### config.mk
export PLATFORM = sky130hd
export DESIGN_NAME = fb2bpp_scanout
export DESIGN_NICKNAME = d
export VERILOG_FILES = /design/src/rtl/fbs_pkg.sv /design/src/rtl/fbs_line_ctrl.sv /design/src/rtl/fbs_addr_gen.sv /design/src/rtl/fbs_bank_arb.sv /design/src/rtl/fbs_pixel_shift.sv /design/src/rtl/fb2bpp_scanout.sv
export SDC_FILE = /design/constraint.sdc
export NUM_CORES = 1
export LEC_CHECK = 0
export BUFFER_PORTS_ARGS = -buffer_cell sky130_fd_sc_hd__buf_2
export CORE_MARGIN = 2
export CORE_UTILIZATION = 35
export DETAILED_ROUTE_END_ITERATION = 10
export PLACE_DENSITY = 0.63
export SYNTH_ARGS = -nofsm -noshare
export SYNTH_HDL_FRONTEND = slang
export SYNTH_SLANG_ARGS = --single-unit
export TNS_END_PERCENT = 50
### constraint.sdc
create_clock -name clk -period 2.2 [get_ports clk]
set_input_delay 0 -clock clk [delete_from_list [all_inputs] [get_ports clk]]
set_output_delay 0 -clock clk [all_outputs]
set_load 0.005 [all_outputs]
### src/rtl/fbs_pkg.sv
package fbs_pkg;
  localparam int NBANK  = 2;
  localparam int BYTE_W = 8;
endpackage

### src/rtl/fbs_line_ctrl.sv
module fbs_line_ctrl #(
  parameter int H_PIX   = 320,
  parameter int V_LINES = 200,
  parameter int BPP     = 2
) (
  input  logic                         clk,
  input  logic                         rst_n,
  input  logic                         pix_ce,
  input  logic                         frame_start,
  input  logic                         line_start,
  output logic                         emit,
  output logic                         first_of_byte,
  output logic                         rd_req,
  output logic                         rd_bank
);
  localparam int PPB = fbs_pkg::BYTE_W / BPP;
  localparam int SW  = $clog2(PPB);
  localparam int CW  = $clog2(H_PIX);
  localparam int LW  = $clog2(V_LINES + 1);

  logic [LW-1:0] line_q;
  logic [CW-1:0] col_q;
  logic          run_q;
  logic          par_q;
  logic          start_fire;
  logic          last_sub;

  assign start_fire    = pix_ce && line_start && !frame_start && (line_q < LW'(V_LINES));
  assign emit          = pix_ce && run_q && !frame_start && !start_fire;
  assign first_of_byte = (col_q[SW-1:0] == '0);
  assign last_sub      = (col_q[SW-1:0] == '1);

  // first byte at line start, next byte while the last pixel of a byte is shown
  assign rd_req  = start_fire || (emit && last_sub && (col_q != CW'(H_PIX - 1)));
  assign rd_bank = start_fire ? line_q[0] : par_q;

  always_ff @(posedge clk) begin
    if (!rst_n) begin
      line_q <= '0;
      col_q  <= '0;
      run_q  <= 1'b0;
      par_q  <= 1'b0;
    end else if (frame_start) begin
      line_q <= '0;
      col_q  <= '0;
      run_q  <= 1'b0;
    end else if (start_fire) begin
      run_q  <= 1'b1;
      col_q  <= '0;
      par_q  <= line_q[0];
      line_q <= line_q + 1'b1;
    end else if (emit) begin
      col_q <= col_q + 1'b1;
      if (col_q == CW'(H_PIX - 1)) run_q <= 1'b0;
    end
  end
endmodule

### src/rtl/fbs_addr_gen.sv
module fbs_addr_gen #(
  parameter int AW = 13
) (
  input  logic                                clk,
  input  logic                                rst_n,
  input  logic                                frame_start,
  input  logic                                rd_req,
  input  logic                                rd_bank,
  output logic [fbs_pkg::NBANK-1:0][AW-1:0]   rd_ptr
);
  for (genvar b = 0; b < fbs_pkg::NBANK; b++) begin : g_ptr
    logic [AW-1:0] ptr_q;
    always_ff @(posedge clk) begin
      if (!rst_n || frame_start) ptr_q <= '0;
      else if (rd_req && (rd_bank == 1'(b))) ptr_q <= ptr_q + 1'b1;
    end
    assign rd_ptr[b] = ptr_q;
  end
endmodule

### src/rtl/fbs_bank_arb.sv
module fbs_bank_arb #(
  parameter int AW = 13
) (
  input  logic                                        rd_req,
  input  logic                                        rd_bank,
  input  logic [fbs_pkg::NBANK-1:0][AW-1:0]           rd_ptr,
  input  logic                                        cpu_valid,
  input  logic [AW:0]                                 cpu_addr,
  input  logic [fbs_pkg::BYTE_W-1:0]                  cpu_data,
  output logic                                        cpu_ready,
  output logic [fbs_pkg::NBANK-1:0]                   bank_en,
  output logic [fbs_pkg::NBANK-1:0]                   bank_we,
  output logic [fbs_pkg::NBANK-1:0][AW-1:0]           bank_addr,
  output logic [fbs_pkg::BYTE_W-1:0]                  bank_wdata
);
  assign cpu_ready  = !(rd_req && (rd_bank == cpu_addr[AW]));
  assign bank_wdata = cpu_data;

  for (genvar b = 0; b < fbs_pkg::NBANK; b++) begin : g_port
    logic rd_hit, wr_hit;
    assign rd_hit       = rd_req && (rd_bank == 1'(b));
    assign wr_hit       = cpu_valid && (cpu_addr[AW] == 1'(b));
    assign bank_en[b]   = rd_hit || wr_hit;
    assign bank_we[b]   = wr_hit && !rd_hit;
    assign bank_addr[b] = rd_hit ? rd_ptr[b] : cpu_addr[AW-1:0];
  end
endmodule

### src/rtl/fbs_pixel_shift.sv
module fbs_pixel_shift #(
  parameter int BPP = 2
) (
  input  logic                                              clk,
  input  logic                                              rst_n,
  input  logic                                              pix_ce,
  input  logic                                              frame_start,
  input  logic                                              emit,
  input  logic                                              first_of_byte,
  input  logic                                              rd_req,
  input  logic                                              rd_bank,
  input  logic [fbs_pkg::NBANK-1:0][fbs_pkg::BYTE_W-1:0]    bank_rdata,
  output logic                                              pix_valid,
  output logic [BPP-1:0]                                    pix_idx
);
  localparam int BW = fbs_pkg::BYTE_W;

  logic          rdv_q;
  logic          rdb_q;
  logic [BW-1:0] hold_q;
  logic [BW-1:0] shift_q;
  logic [BW-1:0] byte_now;

  // fresh RAM data bypasses the holding register when the slot follows at once
  assign byte_now = rdv_q ? bank_rdata[rdb_q] : hold_q;

  always_ff @(posedge clk) begin
    if (!rst_n) begin
      rdv_q     <= 1'b0;
      rdb_q     <= 1'b0;
      hold_q    <= '0;
      shift_q   <= '0;
      pix_valid <= 1'b0;
      pix_idx   <= '0;
    end else begin
      rdv_q <= rd_req;
      rdb_q <= rd_bank;
      if (rdv_q) hold_q <= bank_rdata[rdb_q];
      if (frame_start) begin
        pix_valid <= 1'b0;
        pix_idx   <= '0;
      end else if (pix_ce) begin
        if (emit) begin
          pix_valid <= 1'b1;
          if (first_of_byte) begin
            pix_idx <= byte_now[BW-1 -: BPP];
            shift_q <= byte_now << BPP;
          end else begin
            pix_idx <= shift_q[BW-1 -: BPP];
            shift_q <= shift_q << BPP;
          end
        end else begin
          pix_valid <= 1'b0;
          pix_idx   <= '0;
        end
      end
    end
  end
endmodule

### src/rtl/fb2bpp_scanout.sv
module fb2bpp_scanout #(
  parameter int H_PIX   = 320,
  parameter int V_LINES = 200,
  parameter int BPP     = 2,
  parameter int BANK_AW = 13
) (
  input  logic                          clk,
  input  logic                          rst_n,
  input  logic                          pix_ce,
  input  logic                          frame_start,
  input  logic                          line_start,
  output logic                          pix_valid,
  output logic [BPP-1:0]                pix_idx,
  input  logic                          cpu_wr_valid,
  output logic                          cpu_wr_ready,
  input  logic [BANK_AW:0]              cpu_wr_addr,
  input  logic [7:0]                    cpu_wr_data,
  output logic [1:0]                    bank_en,
  output logic [1:0]                    bank_we,
  output logic [1:0][BANK_AW-1:0]       bank_addr,
  output logic [7:0]                    bank_wdata,
  input  logic [1:0][7:0]               bank_rdata
);
  logic                                   emit;
  logic                                   first_of_byte;
  logic                                   rd_req;
  logic                                   rd_bank;
  logic [fbs_pkg::NBANK-1:0][BANK_AW-1:0] rd_ptr;

  fbs_line_ctrl #(.H_PIX(H_PIX), .V_LINES(V_LINES), .BPP(BPP)) u_line (
    .clk(clk), .rst_n(rst_n), .pix_ce(pix_ce), .frame_start(frame_start),
    .line_start(line_start), .emit(emit), .first_of_byte(first_of_byte),
    .rd_req(rd_req), .rd_bank(rd_bank)
  );

  fbs_addr_gen #(.AW(BANK_AW)) u_addr (
    .clk(clk), .rst_n(rst_n), .frame_start(frame_start),
    .rd_req(rd_req), .rd_bank(rd_bank), .rd_ptr(rd_ptr)
  );

  fbs_bank_arb #(.AW(BANK_AW)) u_arb (
    .rd_req(rd_req), .rd_bank(rd_bank), .rd_ptr(rd_ptr),
    .cpu_valid(cpu_wr_valid), .cpu_addr(cpu_wr_addr), .cpu_data(cpu_wr_data),
    .cpu_ready(cpu_wr_ready), .bank_en(bank_en), .bank_we(bank_we),
    .bank_addr(bank_addr), .bank_wdata(bank_wdata)
  );

  fbs_pixel_shift #(.BPP(BPP)) u_pix (
    .clk(clk), .rst_n(rst_n), .pix_ce(pix_ce), .frame_start(frame_start),
    .emit(emit), .first_of_byte(first_of_byte), .rd_req(rd_req),
    .rd_bank(rd_bank), .bank_rdata(bank_rdata),
    .pix_valid(pix_valid), .pix_idx(pix_idx)
  );
endmodule

==> out/qor.yml <==
logic_synthesis:
  ys_warn_count: 0
  ys_types: 44
  async_reset_ff_frac: 0
  syn_area_um2: 3343
  synth-main-ff-cell: "dfxtp_1"
  yosys.area.top_type: "dfxtp_1"
  ys_top_cells_by_area: "dfxtp_1 (38%), mux2_1 (8.1%), a21oi_1 (6.0%), mux2i_1 (4.5%), nand2_1 (3.4%)"
  syn_avg_cell_area_um2: 8.821
  syn_inst: 379
  yosysMostFrequentCell: "dfxtp_1"
  synth-edff-count: 0
  netlist_top_cells_count: "dfxtp_1 (64), a21oi_1 (40), nand2_1 (30)"
  seq_area_frac_synth: 0.3832
  synth_top_area_share: 0.3832
  syn_nets: 428
  ys_ff_latch: 64
placed_design:
  place_area_um2: 3841
  place_ws_ns: 0.1691
  portBuffers: 69
  gp_congestion: 0.7931
  place_hpwl_mm: 5.523
worst_setup_path:
  critPathKind: "reg2out"
  cpMaxStageDelayCell: "dfxtp_4"
  critPathLaunchType: "flip-flop"
  worst_r2r_path_depth: 8
  critical-path-top-delay-family: "compound AO/OA/AOI/OAI gates"
  required_ns: 2.20
  worstPathCellList: "o311ai_4, buf_6, nand2_4, a32oi_4, buf_12, buf_8, mux2_4, buf_6"
  cpMostUsedCell: "buf_6"
  arrival_ns: 2.22
  path_max_fanout: 8
  reg2reg_to: "u_addr.g_ptr[1].ptr_q[12]"
  r2r_slack_ns: 0
  timing.rr.start: "u_line.col_q[5]"
  endpoint_kind: "output port"
  slowest_delay_ns: 0.36
  cp_num_buf_inv: 4
pwr:
  p_sw_frac: 0.2488
  p_per_area_nw_per_um2: 545.0
  power.net_switching_mw: 0.6196
  power_frac_comb: 0.100
  clockPowerShare: 0.431
  p_leak_nw: 1.891
  seqPwrFrac: 0.469
  ir_drop_v: 0.0003311
  p_int_mw: 1.871
finish:
  syn2layout_area_growth_pct: 36.68
  fin_area_um2: 4569
  n_antenna_cell: 0
  drive_gt1_frac: 0.3646
  layout.filler_cells: 885
  nets: 513
clocking:
  numCtsBuffers: 9
  clock_sinks: 64
  cts_tree: "done"
  clockRootBuffer: "clkbuf_8"
  clockBufferDepth: 2
  clk_latency_ns: 0.35
  clk_pin_slew_ns: 0.07
  h-tree-depth: 3
route:
  vias_per_cell: 5.161
  wl_met1_mm: 3.607
  vias: 3086
  drc: 0
  drt_iter0_drc: 131
  wl_met2_mm: 4.225
  dr.pass1.iters: 4
  wl_per_cell_um: 14.01
  highest_layer: "met4"
  wl_met3_um: 464
  ant_nets: 0
  wirelength_mm: 8.379
hold_path:
  hold_start: "cpu_wr_data[5]"
  holdPathStages: 0
  hp-class: "in2out"
  min_to: "bank_wdata[5]"
floorplan:
  initial_core_util: 0.3618
  core-area_um2: 9240
  dieArea_um2: 10350
  ios: 86
  dieWidth_um: 101.7
  rows: 35
  die_y_um: 101.7
global_routing:
  grt_use_total: 0.1619
  gr-total-overflow: 0
  grt_pass1_vias: 2786
  antenna_found_initial: 0
  grt_pass1_wl_mm: 13.19
  grt_max_degree: 43
flow_run:
  maxCapViolations: 0
sta:
  max_freq_mhz: 450.9
  rsz0062_at_grt: "yes"
  fin_crit_sh: 1.008
  relSlewSlack: 0.6024
  finClkSkew_ns: 0.01392
  worst_slack_ns: -0.01764
  setup_viol: 5
  period_needed_ns: 2.218
  slew_violations: 0
  tightest_slew_ns: 0.5952
  finalHoldViolations: 0
outcome:
  violations: "setup timing"
  status: "finished, violations left"
## registers in the layout, indices dropped and copies added (netlist names), 2 cells and up
register and cells:
u_addr.g_ptr.ptr_q 26, u_line.col_q 9, u_pix.shift_q 6, u_line.line_q 8, u_pix.hold_q 8, u_pix.pix_idx 2
## cells in the final DEF (no fill, tap or decap), types with 6 or more instances in the layout
master / netlist / layout
nand2_1: 30 / 29
xnor2_1: 7 / 7
clkbuf_8: 0 / 10
or4_1: 11 / 7
buf_2: 6 / 54
inv_1: 9 / 9
mux2i_1: 15 / 15
nand3_1: 18 / 18
nor2_1: 28 / 28
o31ai_1: 11 / 11
o21ai_1: 16 / 16
mux2_4: 0 / 24
a21oi_1: 40 / 34
and2_1: 8 / 8
buf_6: 1 / 17
or3_1: 12 / 12
o21ai_0: 6 / 6
dfxtp_1: 64 / 54
dfxtp_2: 0 / 7
and3_1: 6 / 6
buf_4: 9 / 20
xor2_1: 9 / 9
## cells by family after synthesis
logic type,count (synthesis),share of synthesized area
xor gates and xnor gates,16,0.04192
muxes,40,0.1291
adders and majority gates,5,0.01871
AOI/OAI and AO/OA,85,0.1576
and+or+nand+nor,133,0.2145
buffers and inverters,36,0.05501
DFF,64,0.3832
## worst reg2reg max path, stage by stage, from the launching register on
cell and delay (ns):
dfxtp_2 0.34, and4_4 0.20, a311oi_2 0.22, buf_4 0.19, a32oi_4 0.13, buf_4 0.16, bufbuf_16 0.27, or4_4 0.51
a21oi_2 0.14
## metal layers
metal / GRT usage / vias to the layer above
met4: 0.04470 / 0
met2: 0.2682 / 75
met1: 0.2043 / 1475
li1: - / 1529
met5: 0 / -
met3: 0.04900 / 7
## worst max-delay path by stage
stage,startpoint,to,slack (ns),cells past startpoint
final,u_line.line_q[3],bank_addr[15],-0.02,8
after global routing,u_line.col_q[0],u_addr.g_ptr[1].ptr_q[6],-0.07,9
after CTS,u_line.line_q[5],bank_addr[14],-0.01,8
after detailed placement,u_line.line_q[3],u_addr.g_ptr[0].ptr_q[12],0.17,7
after global placement,u_line.line_q[3],bank_addr[16],0.20,8
after floorplan,u_line.col_q[1],u_addr.g_ptr[1].ptr_q[11],0.25,7
## what timing repair did
item	4_1_cts	5_1_grt
cloned	1	2
buffers inserted	6	8
endpoints found under the setup margin	13	30
hold buffers	1	0
resized for setup	28	44
endpoints found under the hold margin	1	0
pin swaps	2	8
## power groups by stage
stage / clock (mW) / combinational (mW) / sequential (mW)
after global placement: 0 / 0.183 / 1.20
after detailed placement: 0 / 0.185 / 1.20
final: 1.07 / 0.250 / 1.17
after global routing: 1.15 / 0.272 / 1.17
after CTS: 1.09 / 0.203 / 1.17
after floorplan: 0 / 0.105 / 1.20
## metrics by stage
step,total power [mW],instances,hold slack (ns),util,setup TNS (ns)
floorplan,1.300,379,0.08082,-,0
global placement,1.381,564,0.00003458,0.4157,0
detailed placement,1.383,564,0.00003458,0.4157,0
CTS,2.462,588,0.00003458,0.4616,-0.04011
global route,2.594,598,0.000007957,0.4945,-0.9933
finish,2.490,598,0.000001866,0.4945,-0.05226
## area by class of cell
cell class	count	area, um2	area share
clock inverters	6	73.82	0.01616
multi-input cells	279	2047	0.4480
clock buffers	10	137.6	0.03012
repair buffers	101	814.5	0.1783
well taps	129	161.4	0.03532
inverters	9	33.78	0.007393
flip-flops and latches	64	1301	0.2848
No activity file was read; power rests on OpenSTA's default activity.
